[src/rtl/adc_sp_pkg.sv]
package adc_sp_pkg;

    typedef enum logic {
        CONV_IDLE = 1'b0,
        CONV_RUN  = 1'b1
    } conv_state_e;

    typedef struct packed {
        logic conv_prev;
        logic sclk_prev;
    } edge_state_t;

endpackage

[src/rtl/adc_sp_sync.sv]
module adc_sp_sync #(
    parameter int   STAGES = 2,
    parameter logic INIT   = 1'b0
) (
    input  logic clk,
    input  logic rst_n,
    input  logic d,
    output logic q
);
    logic [STAGES-1:0] chain_d, chain_q;

    always_comb begin
        chain_d = {chain_q[STAGES-2:0], d};
    end

    always_ff @(posedge clk or negedge rst_n) begin
        if (!rst_n) chain_q <= {STAGES{INIT}};
        else        chain_q <= chain_d;
    end

    assign q = chain_q[STAGES-1];
endmodule

[src/rtl/adc_sp_timer.sv]
module adc_sp_timer
    import adc_sp_pkg::*;
#(
    parameter int CONV_CYCLES = 1000
) (
    input  logic clk,
    input  logic rst_n,
    input  logic start_i,
    output logic busy_o,
    output logic load_o
);
    localparam int TMR_W = (CONV_CYCLES > 2) ? $clog2(CONV_CYCLES) : 1;
    localparam int RUN_W = TMR_W + 1;

    typedef struct packed {
        conv_state_e       st;
        logic [TMR_W-1:0]  tmr;
    } tmr_state_t;

    tmr_state_t d, q;

    always_comb begin
        d      = q;
        load_o = 1'b0;
        case (q.st)
            CONV_IDLE: begin
                if (start_i) begin
                    d.st  = CONV_RUN;
                    d.tmr = TMR_W'(CONV_CYCLES - 1);
                end
            end
            default: begin
                if (q.tmr == '0) begin
                    d.st   = CONV_IDLE;
                    load_o = 1'b1;
                end else begin
                    d.tmr = q.tmr - 1'b1;
                end
            end
        endcase
    end

    always_ff @(posedge clk or negedge rst_n) begin
        if (!rst_n) q <= '{st: CONV_IDLE, tmr: '0};
        else        q <= d;
    end

    assign busy_o = (q.st == CONV_RUN);

    // Checker: cycles busy has been high in the current run
    logic [RUN_W-1:0] run_q;
    always_ff @(posedge clk or negedge rst_n) begin
        if (!rst_n)      run_q <= '0;
        else if (busy_o) run_q <= run_q + 1'b1;
        else             run_q <= '0;
    end

    p_busy_bound_r3: assert property (@(posedge clk) disable iff (!rst_n)
        busy_o |-> (run_q < RUN_W'(CONV_CYCLES)));

    p_busy_len_r2: assert property (@(posedge clk) disable iff (!rst_n)
        $fell(busy_o) |-> ($past(run_q) == RUN_W'(CONV_CYCLES - 1)));
endmodule

[src/rtl/adc_sp_shifter.sv]
module adc_sp_shifter #(
    parameter int RES_W  = 14,
    parameter int LEAD_W = 2
) (
    input  logic             clk,
    input  logic             rst_n,
    input  logic             clear_i,
    input  logic             load_i,
    input  logic             rise_i,
    input  logic [RES_W-1:0] result_i,
    output logic             sdata_o
);
    localparam int FRAME_W = RES_W + LEAD_W;
    localparam int CNT_W   = $clog2(FRAME_W + 1);
    localparam int IDX_W   = $clog2(FRAME_W);

    typedef struct packed {
        logic [FRAME_W-1:0] frame;
        logic [CNT_W-1:0]   cnt;
        logic               sdata;
    } shf_state_t;

    shf_state_t d, q;
    logic [CNT_W-1:0] rev;
    logic [IDX_W-1:0] pos;

    always_comb begin
        d   = q;
        rev = CNT_W'(FRAME_W - 1) - q.cnt;
        pos = rev[IDX_W-1:0];
        if (rise_i) begin
            if (q.cnt < CNT_W'(FRAME_W)) begin
                d.sdata = q.frame[pos];
                d.cnt   = q.cnt + 1'b1;
            end else begin
                d.sdata = 1'b0;
            end
        end
        if (clear_i) begin
            d.cnt   = '0;
            d.frame = '0;
            d.sdata = 1'b0;
        end
        if (load_i) begin
            d.frame = {{LEAD_W{1'b0}}, result_i};
        end
    end

    always_ff @(posedge clk or negedge rst_n) begin
        if (!rst_n) q <= '{frame: '0, cnt: '0, sdata: 1'b0};
        else        q <= d;
    end

    assign sdata_o = q.sdata;

    p_load_frame_r4: assert property (@(posedge clk) disable iff (!rst_n)
        load_i |=> (q.frame[RES_W-1:0] == $past(result_i)) &&
                   (q.frame[FRAME_W-1:RES_W] == '0));

    p_cnt_bound_r5: assert property (@(posedge clk) disable iff (!rst_n)
        q.cnt <= CNT_W'(FRAME_W));

    p_overrun_zero_r7: assert property (@(posedge clk) disable iff (!rst_n)
        (rise_i && !clear_i && q.cnt == CNT_W'(FRAME_W)) |=> !q.sdata);

    p_clear_r8: assert property (@(posedge clk) disable iff (!rst_n)
        clear_i |=> (q.cnt == '0) && !q.sdata);
endmodule

[src/rtl/adc_serial_port.sv]
module adc_serial_port
    import adc_sp_pkg::*;
#(
    parameter int RES_W       = 14,
    parameter int LEAD_W      = 2,
    parameter int CONV_CYCLES = 1000,
    parameter int SYNC_STAGES = 2
) (
    input  logic             clk,
    input  logic             rst_n,
    input  logic             conv_start_n,
    input  logic             sclk,
    input  logic [RES_W-1:0] core_result,
    output logic             busy,
    output logic             sdata
);
    localparam int         N_SYNC    = 2;
    localparam logic [1:0] SYNC_INIT = 2'b10; // [1] convert-start idles high

    logic [N_SYNC-1:0] raw_in, sync_out;
    assign raw_in = {conv_start_n, sclk};

    for (genvar g = 0; g < N_SYNC; g++) begin : g_sync
        adc_sp_sync #(
            .STAGES (SYNC_STAGES),
            .INIT   (SYNC_INIT[g])
        ) u_sync (
            .clk   (clk),
            .rst_n (rst_n),
            .d     (raw_in[g]),
            .q     (sync_out[g])
        );
    end

    logic conv_s, sclk_s;
    assign conv_s = sync_out[1];
    assign sclk_s = sync_out[0];

    edge_state_t ed_d, ed_q;
    logic start_fall, sclk_rise, cnt_clear, load;

    always_comb begin
        ed_d.conv_prev = conv_s;
        ed_d.sclk_prev = sclk_s;
        start_fall     = ed_q.conv_prev & ~conv_s;
        sclk_rise      = sclk_s & ~ed_q.sclk_prev;
        cnt_clear      = start_fall & ~sclk_s;
    end

    always_ff @(posedge clk or negedge rst_n) begin
        if (!rst_n) ed_q <= '{conv_prev: 1'b1, sclk_prev: 1'b0};
        else        ed_q <= ed_d;
    end

    adc_sp_timer #(
        .CONV_CYCLES (CONV_CYCLES)
    ) u_timer (
        .clk     (clk),
        .rst_n   (rst_n),
        .start_i (start_fall),
        .busy_o  (busy),
        .load_o  (load)
    );

    adc_sp_shifter #(
        .RES_W  (RES_W),
        .LEAD_W (LEAD_W)
    ) u_shifter (
        .clk      (clk),
        .rst_n    (rst_n),
        .clear_i  (cnt_clear),
        .load_i   (load),
        .rise_i   (sclk_rise),
        .result_i (core_result),
        .sdata_o  (sdata)
    );

    p_start_busy_r2: assert property (@(posedge clk) disable iff (!rst_n)
        (start_fall && !busy) |=> busy);
endmodule

[config.mk]
export PLATFORM = sky130hd
export DESIGN_NAME = adc_serial_port
export DESIGN_NICKNAME = d
export VERILOG_FILES = /design/src/rtl/adc_sp_pkg.sv /design/src/rtl/adc_sp_sync.sv /design/src/rtl/adc_sp_timer.sv /design/src/rtl/adc_sp_shifter.sv /design/src/rtl/adc_serial_port.sv
export SDC_FILE = /design/constraint.sdc
export NUM_CORES = 1
export LEC_CHECK = 0
export BUFFER_PORTS_ARGS = -buffer_cell sky130_fd_sc_hd__buf_4
export CAP_MARGIN = 10
export CELL_PAD_IN_SITES_DETAIL_PLACEMENT = 1
export CELL_PAD_IN_SITES_GLOBAL_PLACEMENT = 2
export CORE_UTILIZATION = 37
export DETAILED_ROUTE_END_ITERATION = 8
export GPL_ROUTABILITY_DRIVEN = 1
export PLACE_DENSITY = 0.84
export SLEW_MARGIN = 20
export SYNTH_ARGS = -nofsm -noshare
export SYNTH_HDL_FRONTEND = slang
export SYNTH_SLANG_ARGS = --single-unit
[constraint.sdc]
create_clock -name clk -period 2.1 [get_ports clk]
set_clock_uncertainty 0.1 [all_clocks]
set_input_delay 0.105 -clock clk [delete_from_list [all_inputs] [get_ports clk]]
set_output_delay 0.105 -clock clk [all_outputs]
set_load 0.03 [all_outputs]
==> impl_metrics.csv, run 1 <==
group,metric,value,unit
status,status,"complete, no violations",
layout,fin_util,0.4853,
global_route,grtUsageTotal,0.1809,
routing,firstDrtPassIters,4,
die,rows,24,
routing,route.detailed.drc,0,
place,routabilityCongestion,0.7766,
die,initial_utilization,0.3878,
power_and_ir_drop,irDropWorstVdd,0.4594,mV
routing,avgViaCountPerCell,5.300,
worst_setup_path,end_kind,"register",
clock_network,cts_buffers,5,
timing,fin_crit_sh,0.9074,
clock_network,postCtsResizedCells,0,
timing,setup_ws,0.1945,ns
timing,timing.fmax,524.8,MHz
layout,final_cell_mix,"nand2_1 (34), dfrtp_1 (34), buf_4 (21)",
synthesis,synth_seq_cells,37,
layout,nNetsFinal,221,
global_route,antenna_found_initial,0,
routing,totalWireLength,3863,um
place,dp_hpwl,2612,um
clock_network,cts.sinks,37,
timing,holdWs,0.2270,ns
layout,design_area,2142,um^2
worst_setup_path,slowest_delay,0.56,ns
synthesis,syn_nets,183,
worst_setup_path,cp_cell_sequence,"inv_1 > ha_1 > nor2b_1 > and4_2 > o21ai_0",
clock_network,clock_latency,0.28,ns
global_route,overflow,0,
power_and_ir_drop,leakagePower,0.0008885,uW
worst_setup_path,path_buf_inv,1,
synthesis,yosysSeqAreaShare,0.5431,
worst_setup_path,critical_path.top_delay_family,"simple AND/OR/NAND/NOR gates",
synthesis,syn_avg_cell_area,10.57,um^2
worst_setup_path,reg2reg_to,"u_shifter.q[13]",
timing,maxSlewHeadroom,0.5507,
place,place_ws,0.2183,ns
layout,antennaDiodeCount,0,
synthesis,ys_types,38,
synthesis,ys_warn_count,0,
synthesis,synth_ff_type,"dfrtp_1",
worst_setup_path,crit_fanout,28,
die,die-area,4902,um^2
clock_network,cts_tree,"yes",
clock_network,cts.reportedPaths.clkPinSlew,0.08,ns
layout,drive_gt1_frac,0.1841,
global_route,grt_max_degree,38,
clock_network,clockBufferDepth,2,
timing,min_period,1.905,ns
clock_network,root_buffer,"clkbuf_8",
global_route,grt_pass1_wl,7044,um
die,dieHeight,70.02,um
routing,drt-wirelength-per-cell,15.27,um
synthesis,synth-edff-count,0,
timing,fin_tns_setup,0,ns
clock_network,cts-htree-levels,2,
die,core,4414,um^2
layout,syn_to_final_growth,25.15,%
worst_setup_path,reg2reg_setup_slack,0.19,ns
timing,rsz0062_at_grt,"no",
place,io_buffers,19,
worst_setup_path,rr_worst_depth,5,
timing,slew_violations,0,
routing,vias,1341,
routing,ant_nets,0,
die,ioPinCount,20,
hold_path,hold_path.class,"primary input to asynchronous set/reset pin",
timing,worstMarginPinSlew,0.6725,ns
synthesis,syn-cell-area,1712,um^2
worst_setup_path,required,2.14,ns
die,die_width,70.02,um
worst_setup_path,r2r-start,"u_timer.q[0]",
worst_setup_path,cp_slowest_cell,"and4_2",
worst_setup_path,startpoint_type,"register",
timing,final-setup-viol-count,0,
place,placed_area,1892,um^2
worst_setup_path,critPathArrivalTime,1.95,ns
synthesis,syn_inst,162,
synthesis,async_reset_ff_frac,1.000,
timing,finalHoldViolCount,0,
job,max_cap_violations,0,
worst_setup_path,path_class,"register to register",
power_and_ir_drop,p_per_area,870.7,nW/um^2
global_route,grt_pass1_vias,1429,
routing,drt_iter0_markers,56,
logic make-up (layout without fill, tap and decap cells):
family	count (synthesis)	in the layout	synth area share
AND/OR/NAND/NOR	70	70	0.2091
flip-flops	37	37	0.5431
AO/OA/AOI/OAI	31	31	0.1118
buffers and inverters	10	49	0.03143
multiplexers	6	6	0.05702
XOR/XNOR	5	5	0.02559
adder cells (fa/ha/maj)	3	3	0.02193
per-layer routing:
metal	wire [um]	vias up	global-route usage
met5	0	-	0
met4	36	0	0.04667
met3	88	4	0.04329
met2	1819	15	0.2767
met1	1919	675	0.2585
li1	-	647	-
synthesized netlist by cell type (2+ instances only):
cell type	instances	area, um^2
a21oi_1	3	15.01
a31oi_1	3	18.77
buf_4	2	15.01
clkbuf_1	3	11.26
dfrtp_1	34	850.8
dfstp_2	3	78.83
ha_1	3	37.54
inv_1	3	11.26
mux2i_1	3	30.03
mux4_2	3	67.56
nand2_1	34	127.6
nand3_1	4	20.02
nor2_1	8	30.03
nor2b_1	2	12.51
nor3_1	4	20.02
nor3b_1	4	30.03
o211ai_1	2	15.01
o21ai_0	14	70.07
o31ai_1	4	30.03
or3_1	3	18.77
or4_1	3	22.52
xnor2_1	2	17.52
xor2_1	3	26.28
state kept, by name (all words and copies together) (netlist names):
register and flops:
g_sync.u_sync.chain_q 4, u_timer.q 10, u_timer.busy_o 1, u_shifter.q 19, u_shifter.sdata_o 1, ed_q 2
metrics by stage:
step	power [uW]	cells
2_1_floorplan	1252	162
3_3_place_gp	1345	228
3_5_place_dp	1383	228
4_1_cts	1884	253
5_1_grt	2001	253
6_report	1865	253
how the worst max path moves through the flow:
stage,from,cells past startpoint,to
4_1_cts,u_timer.q[0],5,u_shifter.q[13]
3_5_place_dp,u_timer.q[0],5,u_shifter.q[13]
3_3_place_gp,u_shifter.q[1],3,u_shifter.sdata_o
6_report,u_timer.q[0],5,u_shifter.q[13]
2_1_floorplan,u_shifter.q[1],4,u_shifter.sdata_o
5_1_grt,u_timer.q[0],6,u_shifter.q[13]
layout make-up:
class | count | area, um^2
Fill cell | 486 | 2272
Timing Repair Buffer | 38 | 327.8
Multi-Input combinational cell | 115 | 728.2
Tap cell | 52 | 65.06
Inverter | 3 | 11.26
Clock buffer | 8 | 80.08
Sequential cell | 37 | 929.6
timing repair:
| action | CTS | global route |
|---|---|---|
| buffers inserted | 0 | 0 |
| endpoints found under the hold margin | 50 | 0 |
| hold buffers | 17 | 0 |
report_power, final:
group	leakage, uW	switching (uW)	total (uW)	internal, uW
clock network	0.0000395	235	471	236
registers	0.000457	168	988	820
logic	0.000392	199	407	208
total	0.000889	602	1870	1260
(Power assumes the default switching activity.)
==> run 2, diff against run 1 <==
- CORE_UTILIZATION: 37 -> 40
- HOLD_SLACK_MARGIN: unset -> 0.05
- PLACE_DENSITY: 0.84 -> 0.89
- clock period: 2.1 -> 2.36 ns (I/O delays scaled with it)
==> impl_metrics.csv, run 2 (same netlist as run 1, synthesis figures left out) <==
group,metric,value,unit
clock_network,cts_buffers,5,
die,core,4058,um^2
clock_network,cts.reportedPaths.clkPinSlew,0.08,ns
worst_setup_path,end_kind,"register",
global_route,overflow,0,
die,dieHeight,67.42,um
routing,drt_iter0_markers,83,
timing,timing.fmax,532.1,MHz
clock_network,clock_latency,0.29,ns
place,routabilityCongestion,0.7657,
worst_setup_path,cp_cell_sequence,"inv_1 > ha_1 > nor2b_1 > and4_2 > nand2_1 > o21ai_0",
clock_network,cts.sinks,37,
layout,regMostFlops,"u_shifter.q",
clock_network,cts_tree,"yes",
global_route,grtUsageTotal,0.2038,
clock_network,cts-htree-levels,2,
worst_setup_path,slowest_delay,0.55,ns
die,die_width,67.42,um
layout,design_area,2142,um^2
worst_setup_path,reg2reg_to,"u_shifter.q[19]",
timing,final-setup-viol-count,0,
place,dp_hpwl,2545,um
die,initial_utilization,0.4218,
place,io_buffers,19,
routing,totalWireLength,3982,um
worst_setup_path,cp_slowest_cell,"and4_2",
global_route,grtUsageMet1,0.2680,
die,rows,23,
routing,vias,1353,
layout,antennaDiodeCount,0,
timing,rsz0062_at_grt,"no",
die,ioPinCount,20,
worst_setup_path,required,2.47,ns
global_route,grt_pass1_wl,6603,um
clock_network,clockBufferDepth,2,
power_and_ir_drop,p_per_area,791.1,nW/um^2
routing,firstDrtPassIters,4,
layout,fillers,455,
worst_setup_path,critPathArrivalTime,1.98,ns
worst_setup_path,rr_worst_depth,6,
clock_network,root_buffer,"clkbuf_8",
worst_setup_path,critical_path.top_delay_family,"simple AND/OR/NAND/NOR gates",
global_route,grt_pass1_vias,1368,
timing,finalHoldViolCount,0,
timing,fin_crit_sh,0.7963,
layout,largest_reg_flops,19,
clock_network,cts_hold_repair.buffers,17,
layout,drive_gt1_frac,0.1850,
layout,top_regs,"u_shifter.q: 19 flops, u_timer.q: 10 flops, g_sync.u_sync.chain_q: 4 flops",
worst_setup_path,crit_fanout,28,
clock_network,post_cts_buffers,0,
routing,ant_nets,0,
place,placed_area,1882,um^2
power_and_ir_drop,irDropWorstVdd,0.3818,mV
timing,min_period,1.879,ns
global_route,busiest_layer,"met2",
hold_path,hold_path.class,"primary input to asynchronous set/reset pin",
layout,final_cell_mix,"nand2_1 (34), dfrtp_1 (34), buf_4 (20)",
clock_network,postCtsResizedCells,0,
layout,syn_to_final_growth,25.15,%
timing,slew_violations,0,
job,max_cap_violations,0,
power_and_ir_drop,leakagePower,0.0008891,uW
routing,drt-wirelength-per-cell,15.93,um
timing,fin_tns_setup,0,ns
worst_setup_path,startpoint_type,"register",
worst_setup_path,path_buf_inv,1,
global_route,grt_util_met2,0.3125,
worst_setup_path,path_class,"register to register",
worst_setup_path,reg2reg_setup_slack,0.48,ns
global_route,antenna_found_initial,0,
timing,maxSlewHeadroom,0.5489,
global_route,met3_usage,0.05068,
routing,avgViaCountPerCell,5.412,
global_route,grt_max_degree,38,
timing,worstMarginPinSlew,0.6751,ns
status,status,"complete, no violations",
timing,holdWs,0.2298,ns
routing,route.detailed.drc,0,
layout,nNetsFinal,220,
die,die-area,4545,um^2
worst_setup_path,r2r-start,"u_timer.q[0]",
==> run 2: cell count changes in the layout (fill, tap and decap cells not counted), sizes merged <==
cell,before,now
buf,21,20
==> run 2: worst max-delay path by stage <==
stage                         startpoint                end  slack (ns)  cells after the start
after floorplan           u_shifter.q[1]  u_shifter.sdata_o        0.68                      4
after global placement    u_shifter.q[1]  u_shifter.sdata_o        0.56                      3
after detailed placement    u_timer.q[0]    u_shifter.q[15]        0.50                      5
after CTS                   u_timer.q[0]    u_shifter.q[17]        0.49                      5
after global routing        u_timer.q[0]    u_shifter.q[19]        0.29                      6
final                       u_timer.q[0]    u_shifter.q[19]        0.48                      6
==> run 2: power by group <==
| part | internal, uW | leakage (uW) | total (uW) | switching (uW) |
|---|---|---|---|---|
| clock | 238 | 0.0000455 | 459 | 221 |
| combinational | 183 | 0.000387 | 354 | 171 |
| sequential | 729 | 0.000457 | 882 | 152 |
| total | 1150 | 0.000889 | 1690 | 544 |
==> run 2: final cells by class <==
type | count | area [um^2] | share of cell area
repair buffers | 37 | 320.3 | 0.1495
inverters | 3 | 11.26 | 0.005257
clock buffers | 8 | 90.09 | 0.04206
well taps | 50 | 62.56 | 0.02921
flip-flops and latches | 37 | 929.6 | 0.4340
multi-input cells | 115 | 728.2 | 0.3400
==> run 2: per-layer routing <==
layer / up-vias / wire length, um
met5: - / 0
met4: 0 / 84
met3: 9 / 99
met2: 17 / 1980
met1: 680 / 1818
li1: 647 / -
==> run 2: per-stage QoR <==
stage	utilization	power [uW]	std cells	setup slack, ns
CTS	0.5279	1708	250	0.4866
global placement	0.4638	1195	225	0.5617
floorplan	-	1114	162	0.6823
detailed placement	0.4638	1226	225	0.4996
finish	0.5279	1695	250	0.4807
global route	0.5279	1807	250	0.2862
